`config.mk`:
```
export PLATFORM = sky130hd
export DESIGN_NAME = mdio_mgmt_master
export DESIGN_NICKNAME = d
export VERILOG_FILES = /design/src/rtl/mdio_mgmt_master.sv
export SDC_FILE = /design/constraint.sdc
export NUM_CORES = 1
export LEC_CHECK = 0
export BUFFER_PORTS_ARGS = -buffer_cell sky130_fd_sc_hd__buf_4
export CAP_MARGIN = 30
export CORE_UTILIZATION = 46
export DETAILED_ROUTE_END_ITERATION = 10
export PLACE_DENSITY = 0.72
export SLEW_MARGIN = 20
export SYNTH_ARGS = -nofsm -noshare
export SYNTH_HDL_FRONTEND = slang
export SYNTH_SLANG_ARGS = --single-unit
```
`constraint.sdc`:
```
create_clock -name clk -period 1.8 [get_ports clk]
set_clock_uncertainty 0.2 [all_clocks]
set_input_delay 0.18 -clock clk [delete_from_list [all_inputs] [get_ports clk]]
set_output_delay 0.18 -clock clk [all_outputs]
set_load 0.01 [all_outputs]
```
`src/rtl/mdio_mgmt_master.sv`:
```
module mdio_mgmt_master #(
  parameter int HALF_DIV = 40,
  parameter int AW       = 12
) (
  input  logic          clk,
  input  logic          rst_n,
  input  logic          reg_wr,
  input  logic [AW-1:0] reg_addr,
  input  logic [31:0]   reg_wdata,
  output logic [31:0]   reg_rdata,
  output logic          mdc,
  output logic          mdio_o,
  output logic          mdio_oe,
  input  logic          mdio_i
);
  localparam logic [AW-1:0] OFF_ADDR = AW'(12'h7E4);
  localparam logic [AW-1:0] OFF_WDAT = AW'(12'h7E8);
  localparam logic [AW-1:0] OFF_RDAT = AW'(12'h7EC);
  localparam logic [AW-1:0] OFF_CTRL = AW'(12'h7F0);
  localparam int CW = $clog2(HALF_DIV + 1);
  localparam int TA_IDX = 46;
  localparam int DATA_IDX = 48;

  logic [10:0]   addr_q;
  logic [15:0]   wdat_q, rdat_q, shin_q;
  logic          en_q, busy_q, mdc_q;
  logic [CW-1:0] cnt_q;
  logic [5:0]    idx_q;

  wire        is_rd   = addr_q[10];
  wire        tick    = busy_q && (cnt_q == CW'(HALF_DIV - 1));
  wire        wr_ctrl = reg_wr && (reg_addr == OFF_CTRL) && !busy_q;
  wire        start   = wr_ctrl && reg_wdata[0] && reg_wdata[3];
  wire [63:0] frame   = {32'hFFFF_FFFF, 2'b01, (is_rd ? 2'b10 : 2'b01),
                         addr_q[9:5], addr_q[4:0], (is_rd ? 2'b00 : 2'b10),
                         (is_rd ? 16'h0000 : wdat_q)};

  assign mdc     = mdc_q;
  assign mdio_o  = busy_q ? frame[6'd63 - idx_q] : 1'b1;
  assign mdio_oe = busy_q && (!is_rd || (idx_q < 6'(TA_IDX)));

  always_comb begin
    case (reg_addr)
      OFF_ADDR: reg_rdata = {21'b0, addr_q};
      OFF_WDAT: reg_rdata = {16'b0, wdat_q};
      OFF_RDAT: reg_rdata = {16'b0, rdat_q};
      OFF_CTRL: reg_rdata = {28'b0, en_q, 2'b00, busy_q};
      default:  reg_rdata = 32'b0;
    endcase
  end

  always_ff @(posedge clk) begin
    if (!rst_n) begin
      addr_q <= '0; wdat_q <= '0; rdat_q <= '0; shin_q <= '0;
      en_q <= 1'b0; busy_q <= 1'b0; mdc_q <= 1'b0;
      cnt_q <= '0; idx_q <= '0;
    end else begin
      if (wr_ctrl) en_q <= reg_wdata[3];
      if (reg_wr && reg_addr == OFF_ADDR && !busy_q) addr_q <= reg_wdata[10:0];
      if (reg_wr && reg_addr == OFF_WDAT && !busy_q) wdat_q <= reg_wdata[15:0];
      if (start) begin
        busy_q <= 1'b1;
        cnt_q  <= '0;
        idx_q  <= '0;
        mdc_q  <= 1'b0;
      end else if (busy_q) begin
        cnt_q <= tick ? '0 : cnt_q + 1'b1;
        if (tick) begin
          mdc_q <= ~mdc_q;
          if (mdc_q) begin
            if (idx_q == 6'd63) begin
              busy_q <= 1'b0;
              if (is_rd) rdat_q <= shin_q;
            end else begin
              idx_q <= idx_q + 1'b1;
            end
          end else if (is_rd && idx_q >= 6'(DATA_IDX)) begin
            shin_q <= {shin_q[14:0], mdio_i};
          end
        end
      end
    end
  end


  start_cause_chk: assert property (@(posedge clk) disable iff (!rst_n)
    $rose(busy_q) |-> $past(reg_wr && reg_addr == OFF_CTRL && reg_wdata[0] && reg_wdata[3]));

  end_release_chk: assert property (@(posedge clk) disable iff (!rst_n)
    $fell(busy_q) |-> !mdc && !mdio_oe);

  launch_fall_chk: assert property (@(posedge clk) disable iff (!rst_n)
    (busy_q && $past(busy_q) && !$stable(mdio_o)) |-> $fell(mdc_q));

  cfg_hold_chk: assert property (@(posedge clk) disable iff (!rst_n)
    (busy_q && $past(busy_q)) |-> ($stable(addr_q) && $stable(wdat_q) && $stable(en_q)));

  rdata_upd_chk: assert property (@(posedge clk) disable iff (!rst_n)
    !$stable(rdat_q) |-> ($fell(busy_q) && is_rd));

  mdc_idle_chk: assert property (@(posedge clk) disable iff (!rst_n)
    !$stable(mdc_q) |-> $past(busy_q));
endmodule

```
# Yosys cells after proc, flatten, opt, wreduce, memory -nomap -nowiden
# Index checks and enable logic that the tools add are counted.
# classes
addsub,3
mul,0
div,0
order_cmp,3
n_eq_ne,6
shift,0
muxes,13
bitwise_logic,4
reduce_logical,19
# op_table
operator,n
case mux 16 bit (4 select lines),1
equality test 12 x 11 -> 1 bit (second input constant),4
2-to-1 mux 16 bit,1
adder 6 x 1 -> 6 bit (second input constant),2
equality test 6 bit (second input constant),2
logical AND 1 bit,11
less-than comparator 6 x 7 -> 1 bit (second input constant),1
2-to-1 mux 1 bit,7
binary-select mux 1 bit (select 6 bit),1
>= comparator 6 bit (second input constant),1
less-than comparator 6 bit (second input constant),1
2-to-1 mux 6 bit,1
AND reduction 6 bit,1
subtractor 6 bit (first input constant),1
AND reduction 5 bit,1
2-to-1 mux 2 bit,2
inverter 1 bit,4
AND reduction 4 bit,1
zero test 1 bit,2
AND reduction 2 bit,1
OR reduction 2 bit,1
logical OR 1 bit,1
# totals
regBits,74
latch_bits,0
ram_bits,0
mem_bits_ro,0
inputBits,48
out_inout_bits,35
memories,0

# Logic depth before layout (Yosys ltp)
# Gate-level depths: netlist of the first run.
# logic_depth
depth_word,7
ltp_mapped,8
mapped_depth_nobuf,6

# Worst setup path before layout of the first run
# Ideal clock, no wire load.
# synth_timing
kind,register to output
startpoint,register idx_q[0]
endpoint,output port mdio_o
t_arrival_ns,1.602
required_time_ns,1.420
slack_ns,-0.182
path_stages_with_launch,8
n_path_buf,1
cell_sequence,dfxtp_1 clkbuf_1 inv_1 ha_1 nor2_1 a211oi_1 o211ai_1 a31oi_1
# synth_between
elab_chain_len,4
# synth_lines
item,line,rtl
start: declaration,28,logic [5:0] idx_q;
start signal: assignment,75,idx_q <= idx_q + 1'b1;
subtractor 6 bit,39,assign mdio_o = busy_q ? frame[6'd63 - idx_q] : 1'b1;
binary-select mux 1 bit (select 6 bit),39,
2-to-1 mux 1 bit (implied by the code),39,
2-to-1 mux 1 bit,39,
end: declaration,12,"output logic mdio_o,"
# Every way passes these cells. The select of a mux whose other input is x is not followed.

# Final worst setup path of the first run
# layout_timing
startpoint,register idx_q[1]
endpoint,output port mdio_o
# The elaborated chain is that of the path after synthesis.

==> results of run 1 <==
-- worst paths after layout --
path	startpoint	to	slack, ps	cells past startpoint
worst min-delay path	rst_n	addr_q[3]$_SDFFE_PN0P_	50	3
worst max-delay path	idx_q[1]$_SDFFE_PP0P_	mdio_o	-660	5
worst min register to register	en_q$_SDFFE_PN0N_	en_q$_SDFFE_PN0N_	280	2
worst max register to register	idx_q[1]$_SDFFE_PP0P_	rdat_q[1]$_SDFFE_PN0P_	-120	8
-- metrics by stage --
stage | setup WS [ps] | setup TNS, ps
after floorplan | -130 | -130
after global placement | -280 | -2940
after detailed placement | -345 | -4330
after CTS | -664 | -2090
after global routing | -708 | -4230
final | -657 | -2300
-- worst max-delay path, delay by kind of cell (launching register included) --
kind | cells | cell delay (ps)
and+or+nand+nor | 1 | 110
muxes | 2 | 1020
DFF | 1 | 390
buffers and inverters | 1 | 160
AOI/OAI and AO/OA | 1 | 50
-- power by group through the flow --
stage                     clock network [mW]  logic (mW)  registers [mW]
final                                   1.19       0.195            1.63
after global routing                    1.28       0.213            1.63
after CTS                               1.22       0.190            1.63
after detailed placement                   0       0.154            1.67
after global placement                     0       0.153            1.67
after floorplan                            0       0.104            1.67
-- cell usage after synthesis, types with 2 or more instances --
cell type and number:
clkbuf_1 14, a31oi_1 4, mux2i_1 60, nor3b_1 2
o211ai_1 2, or3_1 3, ha_1 3, xnor2_1 3
xor2_1 4, and3_1 2, nor3_1 2, nand2_1 63
nand3_1 20, mux4_1 2, buf_2 12, dfxtp_1 74
nor2_1 14, inv_1 5, mux4_2 4, o2111ai_1 2
and4_1 4, nand4_1 3, nor2b_1 18, buf_4 21
a22o_1 5, and4bb_2 3, o21ai_0 30, a21boi_0 16
and2_1 3, a21oi_1 5
-- kinds of logic after synthesis --
group / count (synthesis) / share of synthesized area (%)
buffers and inverters: 53 / 7.89
other: 1 / 0.0986
flip-flops: 74 / 38.9
adder cells (fa/ha/maj): 3 / 0.987
AND/OR/NAND/NOR: 143 / 19.1
XOR/XNOR: 7 / 1.61
AO/OA/AOI/OAI: 70 / 11.8
multiplexers: 66 / 19.5
-- final cells by class --
class                      count  share of cell area, %
inverter                       5                  0.369
clock inverter                 4                  0.517
sequential                    74                   29.3
timing repair buffer         122                   21.8
clock buffer                  12                   3.05
multi-input combinational    305                   42.5
tap                          102                   2.51
-- sequential cells by signal (all words and copies together) (netlist names) --
name,cells
wdat_q,16
en_q,1
shin_q,16
cnt_q,6
busy_q,1
idx_q,6
addr_q,11
rdat_q,16
mdc,1
-- per-layer routing --
layer | global-route usage [%] | part of all wire, % | up-vias
met5 | 0 | 0 | -
met4 | 8.97 | 2.0 | 0
met3 | 5.17 | 4.9 | 19
met2 | 38.4 | 47 | 117
met1 | 30.0 | 46 | 1614
li1 | - | - | 1626
-- what timing repair did --
| action | 4_1_cts | 5_1_grt |
|---|---|---|
| gates cloned | 1 | 1 |
| pin swaps | 14 | 8 |
| setup buffers | 5 | 2 |
| resized for setup | 47 | 20 |
| endpoints found under the hold margin | 29 | 0 |
| setup endpoints to repair | 55 | 56 |
| hold buffers | 17 | 0 |
==> qor.csv, run 1 <==
stage,metric,value,unit
placement,port_buffers,50,
synth,ys_seq_elements,74,
detailed_routing,wl_per_cell,15.8,um
synth,synth_edf_count,0,
synth,synthCells,417,
power,peakVddDrop,0.486,mV
synth,avgSynthCellArea,9.12,sq um
placement,hpwl,6750,um
hold_path,hp-class,input pin to register,
layout,area_growth,33.6,%
power,leakagePower,2.12,nW
timing,hold_ws,46.8,ps
layout,design_area,5080,sq um
synth,yosysTopAreaCell,dfxtp_1,
timing,final-setup-viol-count,19,
floorplanning,rows,32,
critical_path,cp-end-kind,output port,
layout,mostFrequentLayoutCells,"buf_4, dfxtp_1, nand2_1",
power,p_int,2.31,mW
clocking,htreeDepth,3,
synth,seq_area_frac_synth,38.9,%
floorplanning,initial_utilization,48.5,%
timing,period_share,136,%
layout,final_cells,624,
floorplanning,num_io_pins,83,
power,powerDensity,594,nW/um^2
power,power.share.clock,39.5,%
floorplanning,dieHeight,92.9,um
critical_path,cp_slowest_cell,mux4_2,
critical_path,critPathKind,register to output port,
clocking,clock_sinks,74,
layout,final_util,64.8,%
detailed_routing,vias,3376,
timing,drv_slew,0,
timing,hold_viol,0,
global_routing,antenna_found_initial,0,
floorplanning,die_x,92.9,um
detailed_routing,viasPerCell,5.41,
placement,dpl.cell_count,582,
power,p_comb_share,6.5,%
clocking,clk_pin_slew_worst_paths,80,ps
power,p_seq_share,54.1,%
layout,multi_input_area,2160,sq um
timing,max_freq,0.407,GHz
timing,setup_ws,-657,ps
critical_path,crit_arrival,2080,ps
layout,layout_commonest_cell,buf_4,
global_routing,grt_pass1_wl,15600,um
detailed_routing,drtIter0Drc,182,
global_routing,overflow,0,
synth,ys_top_cells_by_area,"dfxtp_1, mux2i_1, nand2_1, buf_4, o21ai_0",
detailed_routing,drc,0,
detailed_routing,routed_wl,9850,um
synth,synth_cell_types,44,
layout,drive_gt1_share,29.1,%
placement,place.gp.congestion,0.950,
synth,dominantRegCellSynth,dfxtp_1,
synth,async_flop_share,0,%
clocking,cts_tree,built,
status,status,"finished, violations left",
synth,synth_top_area_share,38.9,%
layout,nNetsFinal,568,
power,switchingPower,0.708,mW
floorplanning,dieArea,8640,sq um
global_routing,grt_max_degree,49,
critical_path,critical_path_required,1420,ps
synth,syn_area,3800,sq um
status,violations,setup timing,
synth,ys_warn_count,0,
global_routing,first_global_vias,3267,
detailed_routing,drtAntennaViolNets,0,
critical_path,crit_chain,mux4_2 -> mux4_2 -> nor2_2 -> a31oi_2 -> buf_4,
critical_path,cp_max_fo,5,
timing,rsz0062_at_grt,true,
layout,fillers,638,
critical_path,critPathMaxStageDelay,520,ps
layout,diodes,0,
clocking,cts.root.buffer_cell,clkbuf_8,
job,drv_cap,0,
power,swShare,23.4,%
detailed_routing,first_pass_iters,5,
critical_path,startpoint_type,register,
floorplanning,placeableCoreArea,7850,sq um
timing,fin_crit,2460,ps
layout,seq_area,1490,sq um
placement,placed_area,4480,sq um
global_routing,grt.total_usage,23.4,%
critical_path,path_common_cell,mux4_2,
clocking,insertion_delay,350,ps
clocking,cts_buffers,9,
clocking,clk_path_buf_depth,2,
power,report.power.total,3.02,mW
Power figures use the tool's default switching activity.
==> run 2, diff against run 1 <==
BUFFER_PORTS_ARGS = -buffer_cell sky130_fd_sc_hd__buf_2   (was -buffer_cell sky130_fd_sc_hd__buf_4)
==> run 2 against run 1 <==
  * Largest cell class unchanged
  * Fmax grew 0.85%
  * Utilization shrank 1.5 points
  * Sequential share of layout area grew 0.72 points
  * Sequential cell count is the same
  * The run still ends with setup timing left
  * Sequential power is essentially flat
==> qor.csv, run 2 (same netlist as run 1, synthesis figures left out) <==
stage,metric,value,unit
status,status,"finished, violations left",
status,violations,setup timing,
detailed_routing,vias,3376,
detailed_routing,drtIter0Drc,330,
clocking,cts_buffers,9,
global_routing,antenna_found_initial,0,
detailed_routing,first_pass_iters,4,
detailed_routing,viasPerCell,5.46,
power,leakagePower,2.10,nW
critical_path,crit_buf_inv,1,
layout,nNetsFinal,563,
detailed_routing,drtAntennaViolNets,0,
power,powerDensity,686,nW/um^2
floorplanning,placeableCoreArea,7850,sq um
clocking,cts.root.buffer_cell,clkbuf_8,
placement,port_buffers,50,
power,peakVddDrop,0.542,mV
critical_path,cp-end-kind,output port,
layout,drive_gt1_share,28.1,%
clocking,insertion_delay,350,ps
hold_path,hp-class,input pin to register,
critical_path,critPathMaxStageDelay,520,ps
layout,area_growth,30.5,%
detailed_routing,routed_wl,9880,um
critical_path,path_common_cell,mux4_2,
critical_path,cp_slowest_cell,mux4_2,
layout,mostFrequentLayoutCells,"dfxtp_1, nand2_1, mux2i_1",
power,p_int,2.71,mW
detailed_routing,wl_per_cell,16.0,um
clocking,cts_tree,built,
clocking,htreeDepth,3,
critical_path,crit_family,multiplexers,
placement,dpl.cell_count,579,
critical_path,crit_chain,mux4_2 -> mux4_2 -> nor2_2 -> a31oi_2 -> buf_2,
layout,final_cells,618,
timing,drv_slew,0,
timing,hold_ws,124,ps
placement,placed_area,4330,sq um
timing,final-setup-viol-count,21,
layout,biggestRegsByFlops,"rdat_q x16, shin_q x16, wdat_q x16",
detailed_routing,drc,0,
floorplanning,dieHeight,92.9,um
floorplanning,num_io_pins,83,
timing,max_freq,0.411,GHz
critical_path,crit_arrival,2060,ps
placement,place.gp.congestion,0.919,
floorplanning,rows,32,
global_routing,first_global_vias,3321,
critical_path,startpoint_type,register,
placement,hpwl,6510,um
floorplanning,die_x,92.9,um
floorplanning,dieArea,8640,sq um
floorplanning,initial_utilization,48.5,%
clocking,clk_pin_slew_worst_paths,70,ps
clocking,clk_path_buf_depth,2,
global_routing,overflow,0,
power,swShare,20.5,%
critical_path,cp_max_fo,5,
clocking,clock_sinks,74,
job,drv_cap,0,
timing,hold_viol,0,
layout,final_util,63.3,%
global_routing,grt_pass1_wl,15600,um
power,switchingPower,0.698,mW
critical_path,critPathKind,register to output port,
timing,rsz0062_at_grt,true,
layout,layout_commonest_cell,dfxtp_1,
timing,fin_crit,2440,ps
power,p_comb_share,4.9,%
power,p_seq_share,48.0,%
timing,setup_ws,-636,ps
global_routing,grt_max_degree,78,
layout,diodes,0,
layout,design_area,4970,sq um
timing,period_share,135,%
power,power.share.clock,47.1,%
power,report.power.total,3.40,mW
critical_path,critical_path_required,1420,ps
global_routing,grt.total_usage,23.3,%
## run 2: changes by cell type in the layout (fill, tap and decap cells not counted), moves of 2 or more
cell,delta
buf_4,-49
bufinv_16,+3
buf_2,+50
buf_6,-7
clkinv_2,-2
o21ai_1,+2
o21ai_2,-2
## run 2: path summary, 6_finish.rpt
check	from	end	slack, ps	depth (start not counted)
max	idx_q[1]$_SDFFE_PP0P_	mdio_o	-640	5
min	rst_n	idx_q[4]$_SDFFE_PP0P_	120	4
max reg2reg	idx_q[1]$_SDFFE_PP0P_	rdat_q[0]$_SDFFE_PN0P_	-180	8
min reg2reg	addr_q[4]$_SDFFE_PN0P_	addr_q[4]$_SDFFE_PN0P_	280	2
## run 2: tightest hold or removal path: stages
cell     delay [ps]
buf_2           130
o21ai_0          70
buf_4           200
a21oi_2          50
## run 2: cell type report
class	count	area [sq um]
Clock buffer	11	151
Clock inverter	4	98.8
Fill cell	648	2880
Inverter	5	18.8
Multi-Input combinational cell	305	2160
Sequential cell	74	1490
Tap cell	102	128
Timing Repair Buffer	117	922
## run 2: routing by layer
layer / GRT usage [%] / share of wire (%) / vias to the layer above
met4: 8.72 / 2.8 / 0
met2: 38.7 / 46 / 136
met3: 5.75 / 6.6 / 28
li1: - / - / 1613
met5: 0 / 0 / -
met1: 29.1 / 45 / 1599
## run 2: timing repair
| item | 4_1_cts | 5_1_grt |
|---|---|---|
| buffers inserted | 1 | 4 |
| hold buffers | 17 | 0 |
| gates cloned | 0 | 3 |
| gates resized for setup | 33 | 28 |
| pin swaps | 4 | 17 |
| hold endpoints to repair | 29 | 0 |
| setup endpoints to repair | 47 | 55 |
## run 2: power groups by stage
stage / clock (mW) / sequential [mW] / combinational [mW]
after detailed placement: 0 / 1.67 / 0.134
after floorplan: 0 / 1.67 / 0.104
after global placement: 0 / 1.67 / 0.132
after global routing: 1.69 / 1.63 / 0.182
final: 1.60 / 1.63 / 0.168
after CTS: 1.63 / 1.63 / 0.163
## run 2: through the flow
step | setup TNS, ps | setup slack (ps)
detailed placement | -4190 | -323
CTS | -2250 | -645
global route | -5010 | -685
finish | -3110 | -636
floorplan | -130 | -130
global placement | -2710 | -272
